File: src/rtl/clkdiv_search_pkg.sv
package clkdiv_search_pkg;
  typedef enum logic [2:0] {
    S_IDLE, S_PRE_GO, S_PRE_W, S_TEN_GO, S_TEN_W, S_CAND_GO, S_CAND_W, S_DONE
  } state_e;
endpackage

File: src/rtl/div_seq.sv
module div_seq #(
  parameter int W = 32
) (
  input  logic         clk_i,
  input  logic         rst_ni,
  input  logic         start_i,
  input  logic [W-1:0] dividend_i,
  input  logic [W-1:0] divisor_i,
  output logic         done_o,
  output logic [W-1:0] quot_o,
  output logic         dz_o
);
  localparam int CW = $clog2(W + 1);

  logic          busy_q, done_q, dz_q;
  logic [CW-1:0] cnt_q;
  logic [W-1:0]  rem_q, quo_q, dvs_q;
  logic [W:0]    trial;
  logic          ge;

  assign trial = {rem_q, quo_q[W-1]};
  assign ge    = trial >= {1'b0, dvs_q};

  always_ff @(posedge clk_i or negedge rst_ni) begin
    if (!rst_ni) begin
      busy_q <= 1'b0;
      done_q <= 1'b0;
      dz_q   <= 1'b0;
      cnt_q  <= '0;
      rem_q  <= '0;
      quo_q  <= '0;
      dvs_q  <= '0;
    end else begin
      done_q <= 1'b0;
      if (start_i && !busy_q) begin
        if (divisor_i == '0) begin
          done_q <= 1'b1;
          dz_q   <= 1'b1;
          quo_q  <= '0;
        end else begin
          busy_q <= 1'b1;
          dz_q   <= 1'b0;
          cnt_q  <= CW'(W);
          rem_q  <= '0;
          quo_q  <= dividend_i;
          dvs_q  <= divisor_i;
        end
      end else if (busy_q) begin
        rem_q <= ge ? W'(trial - {1'b0, dvs_q}) : trial[W-1:0];
        quo_q <= {quo_q[W-2:0], ge};
        cnt_q <= cnt_q - 1'b1;
        if (cnt_q == CW'(1)) begin
          busy_q <= 1'b0;
          done_q <= 1'b1;
        end
      end
    end
  end

  assign done_o = done_q;
  assign quot_o = quo_q;
  assign dz_o   = dz_q;


  dz_zero_quot_chk: assert property (@(posedge clk_i) disable iff (!rst_ni)
    (start_i && !busy_q && divisor_i == '0) |=> (done_o && dz_o && quot_o == '0));


  div_done_pulse_chk: assert property (@(posedge clk_i) disable iff (!rst_ni)
    done_o |=> !done_o);


  div_busy_ignore_chk: assert property (@(posedge clk_i) disable iff (!rst_ni)
    (busy_q && cnt_q > CW'(1)) |=> (busy_q && !done_o));
endmodule

File: src/rtl/best_sel.sv
module best_sel #(
  parameter int RATE_W = 32,
  parameter int M_W    = 4,
  parameter int N_W    = 3
) (
  input  logic              clk_i,
  input  logic              rst_ni,
  input  logic              clr_i,
  input  logic              upd_i,
  input  logic [RATE_W-1:0] cand_i,
  input  logic [M_W-1:0]    cand_m_i,
  input  logic [N_W-1:0]    cand_n_i,
  input  logic [RATE_W-1:0] target_i,
  output logic [RATE_W-1:0] best_o,
  output logic [M_W-1:0]    best_m_o,
  output logic [N_W-1:0]    best_n_o
);
  logic [RATE_W-1:0] best_q;
  logic [M_W-1:0]    m_q;
  logic [N_W-1:0]    n_q;
  logic              fits, closer;

  assign fits   = cand_i <= target_i;
  // strict: equal distance keeps the earlier pair
  assign closer = (target_i - cand_i) < (target_i - best_q);

  always_ff @(posedge clk_i or negedge rst_ni) begin
    if (!rst_ni) begin
      best_q <= '0;
      m_q    <= '0;
      n_q    <= '0;
    end else if (clr_i) begin
      best_q <= '0;
      m_q    <= '0;
      n_q    <= '0;
    end else if (upd_i && fits && closer) begin
      best_q <= cand_i;
      m_q    <= cand_m_i;
      n_q    <= cand_n_i;
    end
  end

  assign best_o   = best_q;
  assign best_m_o = m_q;
  assign best_n_o = n_q;


  best_le_target_chk: assert property (@(posedge clk_i) disable iff (!rst_ni)
    !clr_i |-> best_q <= target_i);


  best_monotone_chk: assert property (@(posedge clk_i) disable iff (!rst_ni)
    !clr_i |=> best_q >= $past(best_q));


  best_clear_chk: assert property (@(posedge clk_i) disable iff (!rst_ni)
    clr_i |=> (best_q == '0 && m_q == '0 && n_q == '0));
endmodule

File: src/rtl/clkdiv_search.sv
module clkdiv_search
  import clkdiv_search_pkg::*;
#(
  parameter int RATE_W = 32,
  parameter int PRE_W  = 8,
  parameter int MOFF_W = 4,
  parameter int M_W    = 4,
  parameter int N_W    = 3,
  parameter int POST   = 10
) (
  input  logic              clk_i,
  input  logic              rst_ni,
  input  logic              start_i,
  input  logic [RATE_W-1:0] target_i,
  input  logic [RATE_W-1:0] parent_i,
  input  logic [PRE_W-1:0]  pre_div_i,
  input  logic [MOFF_W-1:0] m_off_i,
  output logic              done_o,
  output logic [M_W-1:0]    m_o,
  output logic [N_W-1:0]    n_o,
  output logic [RATE_W-1:0] rate_o,
  output logic              err_o
);
  localparam logic [M_W-1:0] M_LAST = '1;
  localparam logic [N_W-1:0] N_LAST = '1;

  state_e            state_q;
  logic [RATE_W-1:0] target_q, parent_q, base_q;
  logic [PRE_W-1:0]  pre_q;
  logic [MOFF_W-1:0] moff_q;
  logic [M_W-1:0]    m_q;
  logic [N_W-1:0]    n_q;
  logic              err_q;

  logic              d_start, d_done, d_dz;
  logic [RATE_W-1:0] d_a, d_b, d_q;
  logic              last_pair;

  assign last_pair = (m_q == M_LAST) && (n_q == N_LAST);

  always_comb begin
    d_start = 1'b0;
    d_a     = '0;
    d_b     = '0;
    unique case (state_q)
      S_PRE_GO: begin
        d_start = 1'b1;
        d_a     = parent_q;
        d_b     = RATE_W'(pre_q);
      end
      S_TEN_GO: begin
        d_start = 1'b1;
        d_a     = base_q;
        d_b     = RATE_W'(POST);
      end
      S_CAND_GO: begin
        d_start = 1'b1;
        d_a     = base_q >> n_q;
        d_b     = RATE_W'(m_q) + RATE_W'(moff_q);
      end
      default: ;
    endcase
  end

  div_seq #(.W(RATE_W)) u_div (
    .clk_i      (clk_i),
    .rst_ni     (rst_ni),
    .start_i    (d_start),
    .dividend_i (d_a),
    .divisor_i  (d_b),
    .done_o     (d_done),
    .quot_o     (d_q),
    .dz_o       (d_dz)
  );

  logic clr, upd;
  assign clr = (state_q == S_IDLE) && start_i;
  assign upd = (state_q == S_CAND_W) && d_done;

  best_sel #(.RATE_W(RATE_W), .M_W(M_W), .N_W(N_W)) u_best (
    .clk_i    (clk_i),
    .rst_ni   (rst_ni),
    .clr_i    (clr),
    .upd_i    (upd),
    .cand_i   (d_q),
    .cand_m_i (m_q),
    .cand_n_i (n_q),
    .target_i (target_q),
    .best_o   (rate_o),
    .best_m_o (m_o),
    .best_n_o (n_o)
  );

  always_ff @(posedge clk_i or negedge rst_ni) begin
    if (!rst_ni) begin
      state_q  <= S_IDLE;
      target_q <= '0;
      parent_q <= '0;
      base_q   <= '0;
      pre_q    <= '0;
      moff_q   <= '0;
      m_q      <= '0;
      n_q      <= '0;
      err_q    <= 1'b0;
    end else begin
      unique case (state_q)
        S_IDLE: if (start_i) begin
          target_q <= target_i;
          parent_q <= parent_i;
          pre_q    <= pre_div_i;
          moff_q   <= m_off_i;
          m_q      <= '0;
          n_q      <= '0;
          err_q    <= 1'b0;
          state_q  <= S_PRE_GO;
        end
        S_PRE_GO: state_q <= S_PRE_W;
        S_PRE_W: if (d_done) begin
          base_q  <= d_q;
          if (d_dz) err_q <= 1'b1;
          state_q <= S_TEN_GO;
        end
        S_TEN_GO: state_q <= S_TEN_W;
        S_TEN_W: if (d_done) begin
          base_q  <= d_q;
          state_q <= S_CAND_GO;
        end
        S_CAND_GO: state_q <= S_CAND_W;
        S_CAND_W: if (d_done) begin
          if (d_dz) err_q <= 1'b1;
          if (last_pair) begin
            state_q <= S_DONE;
          end else begin
            if (n_q == N_LAST) m_q <= m_q + 1'b1;
            n_q     <= n_q + 1'b1;
            state_q <= S_CAND_GO;
          end
        end
        S_DONE:  state_q <= S_IDLE;
        default: state_q <= S_IDLE;
      endcase
    end
  end

  assign done_o = (state_q == S_DONE);
  assign err_o  = err_q;


  done_pulse_chk: assert property (@(posedge clk_i) disable iff (!rst_ni)
    done_o |=> !done_o);


  hold_after_done_chk: assert property (@(posedge clk_i) disable iff (!rst_ni)
    (state_q == S_IDLE && !start_i) |=> ($stable(rate_o) && $stable(m_o) && $stable(n_o) && $stable(err_o)));


  pre_zero_err_chk: assert property (@(posedge clk_i) disable iff (!rst_ni)
    (done_o && pre_q == '0) |-> (err_o && rate_o == '0));


  done_le_target_chk: assert property (@(posedge clk_i) disable iff (!rst_ni)
    done_o |-> rate_o <= target_q);


  cfg_stable_chk: assert property (@(posedge clk_i) disable iff (!rst_ni)
    (state_q != S_IDLE) |=> ($stable(target_q) && $stable(pre_q) && $stable(moff_q)));
endmodule

File: config.mk
export PLATFORM = sky130hd
export DESIGN_NAME = clkdiv_search
export DESIGN_NICKNAME = d
export VERILOG_FILES = /design/src/rtl/clkdiv_search_pkg.sv /design/src/rtl/div_seq.sv /design/src/rtl/best_sel.sv /design/src/rtl/clkdiv_search.sv
export SDC_FILE = /design/constraint.sdc
export NUM_CORES = 1
export LEC_CHECK = 0
export CORE_MARGIN = 2
export CORE_UTILIZATION = 65
export CTS_BUF_LIST = sky130_fd_sc_hd__clkbuf_4 sky130_fd_sc_hd__clkbuf_8
export CTS_CLUSTER_SIZE = 12
export DETAILED_ROUTE_END_ITERATION = 8
export PLACE_DENSITY_LB_ADDON = 0.25
export SYNTH_ARGS = -nofsm -noshare
export SYNTH_HDL_FRONTEND = slang
export SYNTH_HIERARCHICAL = 1
export SYNTH_SLANG_ARGS = --single-unit
File: constraint.sdc
create_clock -name clk_i -period 9.2 [get_ports clk_i]
set_input_delay 2.3 -clock clk_i [delete_from_list [all_inputs] [get_ports clk_i]]
set_output_delay 2.3 -clock clk_i [all_outputs]
set_load 0.05 [all_outputs]
Yosys cells after proc, flatten, opt, wreduce, memory -nomap -nowiden
Index checks and enable logic that the tools add are counted.
{"block": "word_totals", "register_bits": 263, "input_bits": 79, "output_inout_bits": 41, "word_cells": 120}
{"block": "op_classes", "n_addsub": 7, "n_lt_le_gt_ge": 3, "n_eq_ne": 19, "shift": 1, "muxes": 46, "bitwise": 1, "reduce_logical": 24}
{"op": "32-bit 2-to-1 mux", "n": 9}
{"op": "32-bit one-hot mux with 3 select lines", "n": 1}
{"op": "32-bit subtractor", "n": 3}
{"op": "33-bit by 32-bit greater-or-equal comparator with 1-bit output", "n": 1}
{"op": "32-bit <= comparator", "n": 1}
{"op": "32-bit zero test", "n": 1}
{"op": "32-bit less-than comparator", "n": 1}
{"op": "32-bit by 3-bit right shift with 32-bit output", "n": 1}
{"op": "3-bit 2-to-1 mux", "n": 9}
{"op": "4-bit 2-to-1 mux", "n": 6}
{"op": "3-bit one-hot mux with 8 select lines", "n": 1}
{"op": "8-bit one-hot mux with 3 select lines", "n": 1}
{"op": "6-bit 2-to-1 mux", "n": 3}
{"op": "3-bit equality test (second input constant)", "n": 5}
{"op": "1-bit 2-to-1 mux", "n": 12}
{"op": "4-bit AND reduction", "n": 3}
{"op": "2-bit by 1-bit inequality test with 1-bit output (second input constant)", "n": 5}
{"op": "2-bit inequality test (second input constant)", "n": 4}
{"op": "4-bit one-hot mux with 2 select lines", "n": 1}
{"op": "2-bit AND reduction", "n": 4}
{"op": "2-bit nonzero test", "n": 4}
{"op": "3-bit by 2-bit equality test with 1-bit output (second input constant)", "n": 2}
{"op": "6-bit by 1-bit equality test with 1-bit output (second input constant)", "n": 1}
{"op": "1-bit logical AND", "n": 6}
{"op": "15 further kinds", "n": 16}

Depth between registers and ports, before layout
Gate-level depths: netlist of run 1.
{"block": "logic_depth", "depth_word": 6, "ltp_mapped": 23, "ltp_nobuf": 21}

Hierarchy
Netlist of run 1, hierarchy kept.
{"module": "div_seq", "instances": 1, "cells_each": 706, "area_each_um2": 6607.6}
{"module": "clkdiv_search", "instances": 1, "cells_each": 490, "area_each_um2": 6426.2}
{"module": "best_sel", "instances": 1, "cells_each": 742, "area_each_um2": 5810.6}

Worst setup path before layout of run 1
OpenSTA, ideal clock, no wires.
{"block": "synth_timing", "path_type": "reg-to-reg", "from": "register u_best.best_q[0] (netlist: u_best/best_o[0])", "to": "register u_best.best_q[0] (netlist: u_best/best_o[0])", "t_arrival_ns": 4.559, "required_time_ns": 9.068, "path_slack_ns": 4.509, "stages_incl_launch_ff": 22, "path_cell_list": "dfrtp_1 -> ha_1 -> inv_1 -> fa_1 -> a21o_1 -> a21oi_1 -> o21ai_0 -> a21oi_1 -> or2_1 -> o22ai_1 -> mux2i_1 -> a2111oi_0 -> ha_1 -> and4_1 -> a221o_1 -> a221oi_1 -> o21ai_1 -> a31oi_2 -> buf_6 -> buf_8 -> mux2i_1 -> nor2_1"}
{"block": "synth_between", "elab_chain_cells": 4}
{"element": "from (decl)", "line_no": "best_sel.sv:18", "rtl": "logic [RATE_W-1:0] best_q;"}
{"element": "from (signal assigned)", "line_no": "best_sel.sv:37", "rtl": "best_q <= cand_i;"}
{"element": "32-bit subtractor", "line_no": "best_sel.sv:25", "rtl": "assign closer = (target_i - cand_i) < (target_i - best_q);"}
{"element": "32-bit less-than comparator", "line_no": "best_sel.sv:25"}
{"element": "1-bit logical AND", "line_no": "best_sel.sv:36", "rtl": "end else if (upd_i && fits && closer) begin"}
{"element": "2-bit nonzero test (no source line)"}
No other way between the ends.
A chain may end at the register's enable or synchronous reset.

Worst setup path in the final report of run 1
{"block": "layout_timing", "from": "register target_q[0]", "to": "register u_best.m_q[3] (netlist: u_best/best_m_o[3])"}
{"block": "layout_between", "elab_chain_cells": 4, "elab_cells_between_ends": 7, "classes_between": "add/sub: 2; order compare: 2; reduce/logical: 3"}
{"element": "from (decl)", "line_no": "clkdiv_search.sv:28", "rtl": "logic [RATE_W-1:0] target_q, parent_q, base_q;"}
{"element": "from (signal assigned)", "line_no": "clkdiv_search.sv:108", "rtl": "target_q <= target_i;"}
{"element": "32-bit subtractor or 32-bit <= comparator (tied branches)", "line_no": "best_sel.sv:25, best_sel.sv:23"}
{"element": "32-bit less-than comparator or 1-bit logical AND (tied branches)", "line_no": "best_sel.sv:25, best_sel.sv:36"}
{"element": "1-bit logical AND *", "line_no": "best_sel.sv:36"}
{"element": "2-bit nonzero test (no source line) *"}
{"element": "to (signal assigned)", "line_no": "best_sel.sv:38", "rtl": "m_q <= cand_m_i;"}
{"element": "to (decl)", "line_no": "best_sel.sv:19", "rtl": "logic [M_W-1:0] m_q;"}
Mark *: on every way between the ends. The rest lies on a longest branch, timed or not.

==> results_dict.tcl, run 1 <==
set metrics [dict create \
    mappedNetlistArea_sq_mm 0.0188 \
    ys_async_sr_fraction_pct 100 \
    stdcell_area_sq_mm 0.0213 \
    cts_post_setup_buffers_inserted 0 \
    num_antenna_cells 0 \
    skew_ns 0.0211 \
    p_leak_nw 9.71 \
    grt_first_pass_wirelength_um 77300 \
    yosys_warnings 6 \
    yosysUniqueCellTypes 83 \
    placed_cell_area_sq_mm 0.0203 \
    net-switching-power_mw 3.46 \
    seq_area_sq_mm 0.00659 \
    post_synth.cell_area_avg_sq_um 9.72 \
    port_buffers 119 \
    vias 15482 \
    timing.hold.worst.class "reg -> reg" \
    power.switching_fraction_pct 45.7 \
    dieHeight_um 174 \
    drc_errors 0 \
    critPathRequiredTime_ns 9.62 \
    clock_latency_ns 0.58 \
    worst-endpoint-arrival_ns 5.78 \
    gr-usage-all-layers_pct 31.1 \
    dp_hpwl_um 33700 \
    floorplan.die.width_um 174 \
    fillCellCount 2050 \
    area_delta_synth_final_pct 13.0 \
    timing_worst_slew_pin_value_ns 1.30 \
    power_density_mw_per_mm2 356 \
    cell_internal_pwr_mw 4.12 \
    cts_hold_repair.buffers 0 \
    synth_sequential_area_ratio_pct 34.9 \
    synth_enable_flop_cells 0 \
    placeableCoreArea_sq_mm 0.0286 \
    cts_repair_resize_count 0 \
    clock_sinks 263 \
    post_route_cells_drive_above_1_share_pct 9.17 \
    count_of_maximum_capacitance_violations 0 \
    syn_inst 1938 \
    ys.flop_type "sky130_fd_sc_hd__dfrtp_1" \
    grt-ovfl-total 0 \
    initialDrtViolationCount 1046 \
    finish.utilization_pct 74.4 \
    worstSetupEndpointType "flop" \
    timing.setup.critical_path_class "reg -> reg" \
    totalNegativeSetupSlack_ns 0 \
    vias_per_cell 6.25 \
    placement_rows 62 \
    grt_setup_unrepaired "false" \
    cts_made_buffers 45 \
    clkSlewWorstSetupHoldPaths_ns 0.06 \
    final_min_period_over_clock_period_pct 58.2 \
    multi_input_comb_area_sq_mm 0.0115 \
    initial_utilization_pct 65.8 \
    routed_wire_length_per_instance_um 18.9 \
    power.clock.fraction_pct 15.1 \
    pwr-share-seq_pct 24.0 \
    slew_headroom_pct 13.2 \
    final.min_clock_period_ns 5.36 \
    start_kind "flop" \
    nNetsFinal 2280 \
    cts_tree "done" \
    p_comb_share_pct 60.9 \
    setup_viol 0 \
    final-hold-violation-count 0 \
    synth-seq-cells 263 \
    clk_root_buffer_cell "sky130_fd_sc_hd__clkbuf_8" \
    result_of_the_run "finished clean" \
    place_congestion 0.962 \
    antenna_left 0 \
    critical_path.max_fanout 39 \
    timing_max_transition_violations_final 0 \
    number_of_antenna_violations_at_the_first_check_in_global_routing 0 \
    fmaxAchievable_ghz 0.187 \
    die_area_sq_mm 0.0304 \
    drt_pass1_iterations 5 \
    routed_wirelength_um 46900 \
    cts-root-to-sink-buffers 3 \
    htreeDepth 2 \
    num_io_pins 120 \
    first_global_vias 15377 \
    peakVddDrop_mv 0.212 \
    grt_start_max_net_pins 165 \
]
cell usage after synthesis (5+ instances only):
library cell / count / area, sq um
sky130_fd_sc_hd__a41oi_1: 5 / 43.8
sky130_fd_sc_hd__mux2_1: 113 / 1270
sky130_fd_sc_hd__buf_6: 6 / 67.6
sky130_fd_sc_hd__a22o_1: 19 / 166
sky130_fd_sc_hd__nand4_1: 19 / 119
sky130_fd_sc_hd__a21oi_1: 107 / 536
sky130_fd_sc_hd__o31ai_1: 8 / 60.1
sky130_fd_sc_hd__inv_1: 134 / 503
sky130_fd_sc_hd__mux2i_1: 83 / 831
sky130_fd_sc_hd__a31oi_1: 44 / 275
sky130_fd_sc_hd__a211oi_1: 10 / 75.1
sky130_fd_sc_hd__buf_2: 29 / 145
sky130_fd_sc_hd__a22oi_1: 27 / 203
sky130_fd_sc_hd__a21o_1: 48 / 360
sky130_fd_sc_hd__nand2b_1: 14 / 87.6
sky130_fd_sc_hd__nand2_1: 120 / 450
sky130_fd_sc_hd__o21ai_0: 75 / 375
sky130_fd_sc_hd__buf_1: 6 / 22.5
sky130_fd_sc_hd__nand3_1: 33 / 165
sky130_fd_sc_hd__nor3_1: 15 / 75.1
sky130_fd_sc_hd__o21ai_1: 46 / 230
sky130_fd_sc_hd__and3_1: 9 / 56.3
sky130_fd_sc_hd__o21a_1: 17 / 128
sky130_fd_sc_hd__nand3b_1: 14 / 105
sky130_fd_sc_hd__o221ai_1: 8 / 70.1
sky130_fd_sc_hd__clkbuf_1: 50 / 188
sky130_fd_sc_hd__mux2_2: 48 / 541
sky130_fd_sc_hd__o21bai_1: 18 / 135
sky130_fd_sc_hd__dfrtp_1: 263 / 6580
sky130_fd_sc_hd__xnor2_1: 53 / 464
sky130_fd_sc_hd__a21boi_0: 6 / 45.0
sky130_fd_sc_hd__nor2b_1: 45 / 282
sky130_fd_sc_hd__o211ai_1: 7 / 52.6
sky130_fd_sc_hd__xor2_1: 36 / 315
sky130_fd_sc_hd__a221o_1: 5 / 50.1
sky130_fd_sc_hd__nor4_1: 14 / 87.6
sky130_fd_sc_hd__and4_1: 12 / 105
sky130_fd_sc_hd__mux4_2: 26 / 586
sky130_fd_sc_hd__ha_1: 135 / 1690
sky130_fd_sc_hd__nor3b_1: 5 / 37.5
sky130_fd_sc_hd__buf_4: 10 / 75.1
sky130_fd_sc_hd__nor2_1: 115 / 432
power by group through the flow:
stage / clock [mW] / sequential (mW) / combinational, mW
floorplan: 0 / 1.94 / 3.26
global placement: 0 / 1.81 / 4.40
detailed placement: 0 / 1.83 / 4.53
CTS: 1.17 / 1.81 / 4.57
global route: 1.22 / 1.86 / 5.10
finish: 1.14 / 1.82 / 4.62
area by class of cell:
cell class | instances | share of cell area [%]
Multi-Input combinational cell | 1486 | 53.8
Clock inverter | 9 | 0.593
Clock buffer | 70 | 3.94
Timing Repair Buffer | 132 | 6.13
Tap cell | 384 | 2.26
Inverter | 134 | 2.36
Sequential cell | 263 | 30.9
final timing paths:
kind,start,end,slack (ns),depth (start not counted)
max in group asynchronous,rst_ni,parent_q[1]$_DFFE_PN0P_,6.03,2
max reg2reg,target_q[0]$_DFFE_PN0P_,u_best/best_m_o[3]$_DFFE_PN0P_,3.84,21
min in group asynchronous,rst_ni,pre_q[7]$_DFFE_PN0P_,1.78,1
min,pre_q[6]$_DFFE_PN0P_,pre_q[6]$_DFFE_PN0P_,0.48,1
min reg2reg,pre_q[6]$_DFFE_PN0P_,pre_q[6]$_DFFE_PN0P_,0.48,1
max,target_q[0]$_DFFE_PN0P_,u_best/best_m_o[3]$_DFFE_PN0P_,3.84,21
cell families after synthesis:
| family | count (synthesis) | synth area share [%] |
|---|---|---|
| DFF | 263 | 34.9 |
| AOI/OAI and AO/OA | 499 | 17.2 |
| xor gates and xnor gates | 89 | 4.14 |
| and+or+nand+nor | 441 | 11.8 |
| muxes | 270 | 17.1 |
| buffers and inverters | 236 | 5.39 |
| adders and majority gates | 139 | 9.39 |
| other | 1 | 0.0199 |
per-stage QoR:
step	cells	power [mW]	setup WS, ns	hold WS, ns
2_1_floorplan	1985	5.20	4.51	0.449
3_3_place_gp	2399	6.21	4.04	0.462
3_5_place_dp	2399	6.36	3.92	0.472
4_1_cts	2478	7.55	3.89	0.486
5_1_grt	2478	8.17	3.58	0.503
6_report	2478	7.58	3.84	0.480
worst max-delay path, stage by stage, from the launching register on:
cell                        delay (ns)
sky130_fd_sc_hd__dfrtp_1          0.37
sky130_fd_sc_hd__inv_1            0.08
sky130_fd_sc_hd__ha_1             0.16
sky130_fd_sc_hd__inv_1            0.06
sky130_fd_sc_hd__fa_1             0.41
sky130_fd_sc_hd__a21o_1           0.18
sky130_fd_sc_hd__a21oi_1          0.25
sky130_fd_sc_hd__o21ai_0          0.14
sky130_fd_sc_hd__a21oi_1          0.29
sky130_fd_sc_hd__or2_1            0.26
sky130_fd_sc_hd__o22ai_1          0.17
sky130_fd_sc_hd__mux2i_1          0.15
sky130_fd_sc_hd__a2111oi_0        0.39
sky130_fd_sc_hd__ha_1             0.30
sky130_fd_sc_hd__and4_1           0.16
sky130_fd_sc_hd__a221o_1          0.31
sky130_fd_sc_hd__a221oi_1         0.27
sky130_fd_sc_hd__o21ai_1          0.16
sky130_fd_sc_hd__a31oi_4          0.16
sky130_fd_sc_hd__buf_4            0.56
sky130_fd_sc_hd__mux2i_1          0.31
sky130_fd_sc_hd__nor2_1           0.06
state kept, by name, indices dropped and copies added, names as in the netlist, 3 cells and up:
| signal | count |
|---|---|
| moff_q | 4 |
| u_div/cnt_q | 6 |
| parent_q | 32 |
| target_q | 32 |
| u_best/best_n_o | 3 |
| u_div/dvs_q | 32 |
| m_q | 4 |
| u_div/rem_q | 32 |
| u_best/best_o | 32 |
| u_best/best_m_o | 4 |
| state_q | 3 |
| u_div/quot_o | 32 |
| pre_q | 8 |
| base_q | 32 |
| n_q | 3 |
placed cells by master, fill, tap and decap left out, drive strengths merged, types with 18 or more instances in the layout:
master / n
conb: 48
inv: 135
xor2: 36
mux2i: 83
nand4: 20
clkdlybuf4s50: 118
ha: 135
nor2: 115
nand3: 33
o21bai: 18
nor2b: 45
a21o: 48
nand2: 120
a22oi: 27
dfrtp: 263
xnor2: 53
a31oi: 46
clkbuf: 70
o21ai: 121
mux2: 161
a22o: 19
mux4: 26
a21oi: 111
metal layers:
metal / up-vias / share of wire, % / track usage, %
met5: - / 0 / 0
met4: 0 / 3.2 / 11.8
met1: 7532 / 43 / 41.6
met2: 569 / 48 / 52.0
met3: 119 / 5.5 / 3.94
li1: 7262 / - / -
Power figures use the tool's default switching activity.
==> run 2, diff against run 1 <==
--- a/config.mk
+++ b/config.mk
@@ -6,7 +6,7 @@
 export NUM_CORES = 1
 export LEC_CHECK = 0
 export CORE_MARGIN = 2
-export CORE_UTILIZATION = 65
+export CORE_UTILIZATION = 56
 export CTS_BUF_LIST = sky130_fd_sc_hd__clkbuf_4 sky130_fd_sc_hd__clkbuf_8
 export CTS_CLUSTER_SIZE = 12
 export DETAILED_ROUTE_END_ITERATION = 8
==> constraint.sdc (replaced) <==
create_clock -name clk_i -period 4.6 [get_ports clk_i]
set_input_delay 1.15 -clock clk_i [delete_from_list [all_inputs] [get_ports clk_i]]
set_output_delay 1.15 -clock clk_i [all_outputs]
set_load 0.05 [all_outputs]
==> results_dict.tcl, run 2 (synthesis gave the netlist of run 1 again) <==
set metrics [dict create \
    number_of_antenna_violations_at_the_first_check_in_global_routing 1 \
    num_io_pins 120 \
    dieHeight_um 187 \
    nNetsFinal 2403 \
    place_congestion 0.901 \
    num_antenna_cells 0 \
    setup_viol 0 \
    area_delta_synth_final_pct 20.9 \
    worstPathBufferInverterCount 4 \
    final-hold-violation-count 0 \
    vias 15784 \
    count_of_maximum_capacitance_violations 0 \
    first_global_vias 15738 \
    dp_hpwl_um 36900 \
    cp_cell_sequence "inv_1 -> ha_1 -> a21o_1 -> a21oi_2 -> o221ai_2 -> a221o_1 -> a21oi_4 -> o31ai_1 -> o31ai_1 -> buf_4 -> xnor2_1 -> ha_1 -> and4_1 -> and3_1 -> a221oi_2 -> o21ai_2 -> a31oi_4 -> buf_4 -> buf_12 -> mux2i_2 -> nor2_1" \
    grt_start_max_net_pins 95 \
    initial_utilization_pct 56.5 \
    routed-wl-met3_um 2630 \
    cts_hold_repair.buffers 0 \
    grt_first_pass_wirelength_um 81900 \
    result_of_the_run "finished clean" \
    placeableCoreArea_sq_mm 0.0334 \
    clock_latency_ns 0.63 \
    fmaxAchievable_ghz 0.223 \
    antenna_left 0 \
    routed_wire_length_per_instance_um 18.9 \
    htreeDepth 2 \
    maximum_single_stage_delay_on_the_critical_path_ns 0.37 \
    post-place-cells 2574 \
    cts_made_buffers 47 \
    grt-ovfl-total 0 \
    hold_slack_ns 0.487 \
    final_min_period_over_clock_period_pct 97.4 \
    drc_errors 0 \
    worst-endpoint-arrival_ns 4.95 \
    floorplan.die.width_um 187 \
    critical_path.max_fanout 11 \
    p_leak_nw 10.4 \
    timing.setup.critical_path_class "reg -> reg" \
    critPathRequiredTime_ns 5.07 \
    wl_met2_um 23800 \
    vias_per_cell 5.91 \
    layout.cells.most_common "sky130_fd_sc_hd__dfrtp_1" \
    skew_ns 0.0311 \
    timing_worst_slew_pin_value_ns 1.25 \
    finalNonFillerCells 2671 \
    clk_root_buffer_cell "sky130_fd_sc_hd__clkbuf_8" \
    drt_pass1_iterations 6 \
    start_kind "flop" \
    crit_family "compound AO/OA/AOI/OAI gates" \
    slew_headroom_pct 16.4 \
    layout_common_cells "254 x sky130_fd_sc_hd__dfrtp_1, 133 x sky130_fd_sc_hd__inv_1, 127 x sky130_fd_sc_hd__ha_1, 125 x sky130_fd_sc_hd__buf_4" \
    cts-root-to-sink-buffers 3 \
    timing.hold.worst.class "reg -> reg" \
    peakVddDrop_mv 0.412 \
    final.min_clock_period_ns 4.48 \
    initialDrtViolationCount 986 \
    power_density_mw_per_mm2 734 \
    timing_max_transition_violations_final 0 \
    gr-usage-all-layers_pct 28.8 \
    die_area_sq_mm 0.0351 \
    wl_met1_um 22300 \
    post_route_cells_drive_above_1_share_pct 16.8 \
    clock_sinks 263 \
    placement_rows 67 \
    clkSlewWorstSetupHoldPaths_ns 0.06 \
    port_buffers 119 \
    crit_path_top_delay_cell "sky130_fd_sc_hd__dfrtp_2" \
    totalNegativeSetupSlack_ns 0 \
    report.power.total_mw 16.7 \
    grt_setup_unrepaired "true" \
    highest-signal-layer "met5" \
    routed_wirelength_um 50500 \
    cts_tree "done" \
    worstSetupEndpointType "flop" \
]
## run 2: path summary, 6_finish.rpt
path                                            endpoint  slack [ns]                           from  cells after the start
max                        u_best/best_o[17]$_DFFE_PN0P_        0.12  u_best/best_o[10]$_DFFE_PN0P_                     21
min                              parent_q[7]$_DFFE_PN0P_        0.49        parent_q[7]$_DFFE_PN0P_                      1
max reg2reg                u_best/best_o[17]$_DFFE_PN0P_        0.12  u_best/best_o[10]$_DFFE_PN0P_                     21
min reg2reg                      parent_q[7]$_DFFE_PN0P_        0.49        parent_q[7]$_DFFE_PN0P_                      1
max in group asynchronous   u_best/best_o[0]$_DFFE_PN0P_        3.11                         rst_ni                      2
min in group asynchronous     u_div/dvs_q[6]$_DFFE_PN0P_        0.56                         rst_ni                      1
## run 2: per-stage QoR
stage	instance area, sq um	utilization (%)	worst slack, ns
after global placement	21300	63.8	-0.0464
after floorplan	19000	-	0.00314
after CTS	22500	67.5	0.00977
after global routing	22800	68.3	-0.105
after detailed placement	21300	63.8	-0.126
final	22800	68.3	0.120
## run 2: worst register-to-register path, stage by stage, from the launching register on
cell and delay, ns:
sky130_fd_sc_hd__dfrtp_2 0.37, sky130_fd_sc_hd__inv_1 0.05, sky130_fd_sc_hd__ha_1 0.30, sky130_fd_sc_hd__a21o_1 0.18
sky130_fd_sc_hd__a21oi_2 0.20, sky130_fd_sc_hd__o221ai_2 0.13, sky130_fd_sc_hd__a221o_1 0.37, sky130_fd_sc_hd__a21oi_4 0.22
sky130_fd_sc_hd__o31ai_1 0.15, sky130_fd_sc_hd__o31ai_1 0.26, sky130_fd_sc_hd__buf_4 0.17, sky130_fd_sc_hd__xnor2_1 0.12
sky130_fd_sc_hd__ha_1 0.28, sky130_fd_sc_hd__and4_1 0.25, sky130_fd_sc_hd__and3_1 0.18, sky130_fd_sc_hd__a221oi_2 0.24
sky130_fd_sc_hd__o21ai_2 0.12, sky130_fd_sc_hd__a31oi_4 0.20, sky130_fd_sc_hd__buf_4 0.15, sky130_fd_sc_hd__buf_12 0.14
sky130_fd_sc_hd__mux2i_2 0.22, sky130_fd_sc_hd__nor2_1 0.06
## run 2: cell type report
class                   instances  area [sq um]
fillers                      2613         10600
inverters                     134           503
clock inverters                16           151
well taps                     448           561
multi-input cells            1486         11800
flip-flops and latches        263          6590
repair buffers                253          2310
clock buffers                  71           915
## run 2: layer usage
| metal | global-route usage (%) | vias to the layer above |
|---|---|---|
| met4 | 11.0 | 2 |
| met2 | 47.1 | 424 |
| met3 | 4.86 | 106 |
| li1 | - | 7505 |
| met5 | 0 | - |
| met1 | 38.4 | 7747 |
## run 2: power breakdown
group | total, mW | leakage, nW | internal, mW | switching, mW
Clock | 2.46 | 0.568 | 1.40 | 1.06
Sequential | 3.58 | 3.37 | 2.97 | 0.610
Combinational | 10.7 | 6.50 | 4.83 | 5.85
## run 2: timing repair
item,4_1_cts,5_1_grt
cloned,2,1
endpoints found under the setup margin,39,39
resized for setup,20,49
pin swaps,3,32
buffers inserted,3,6
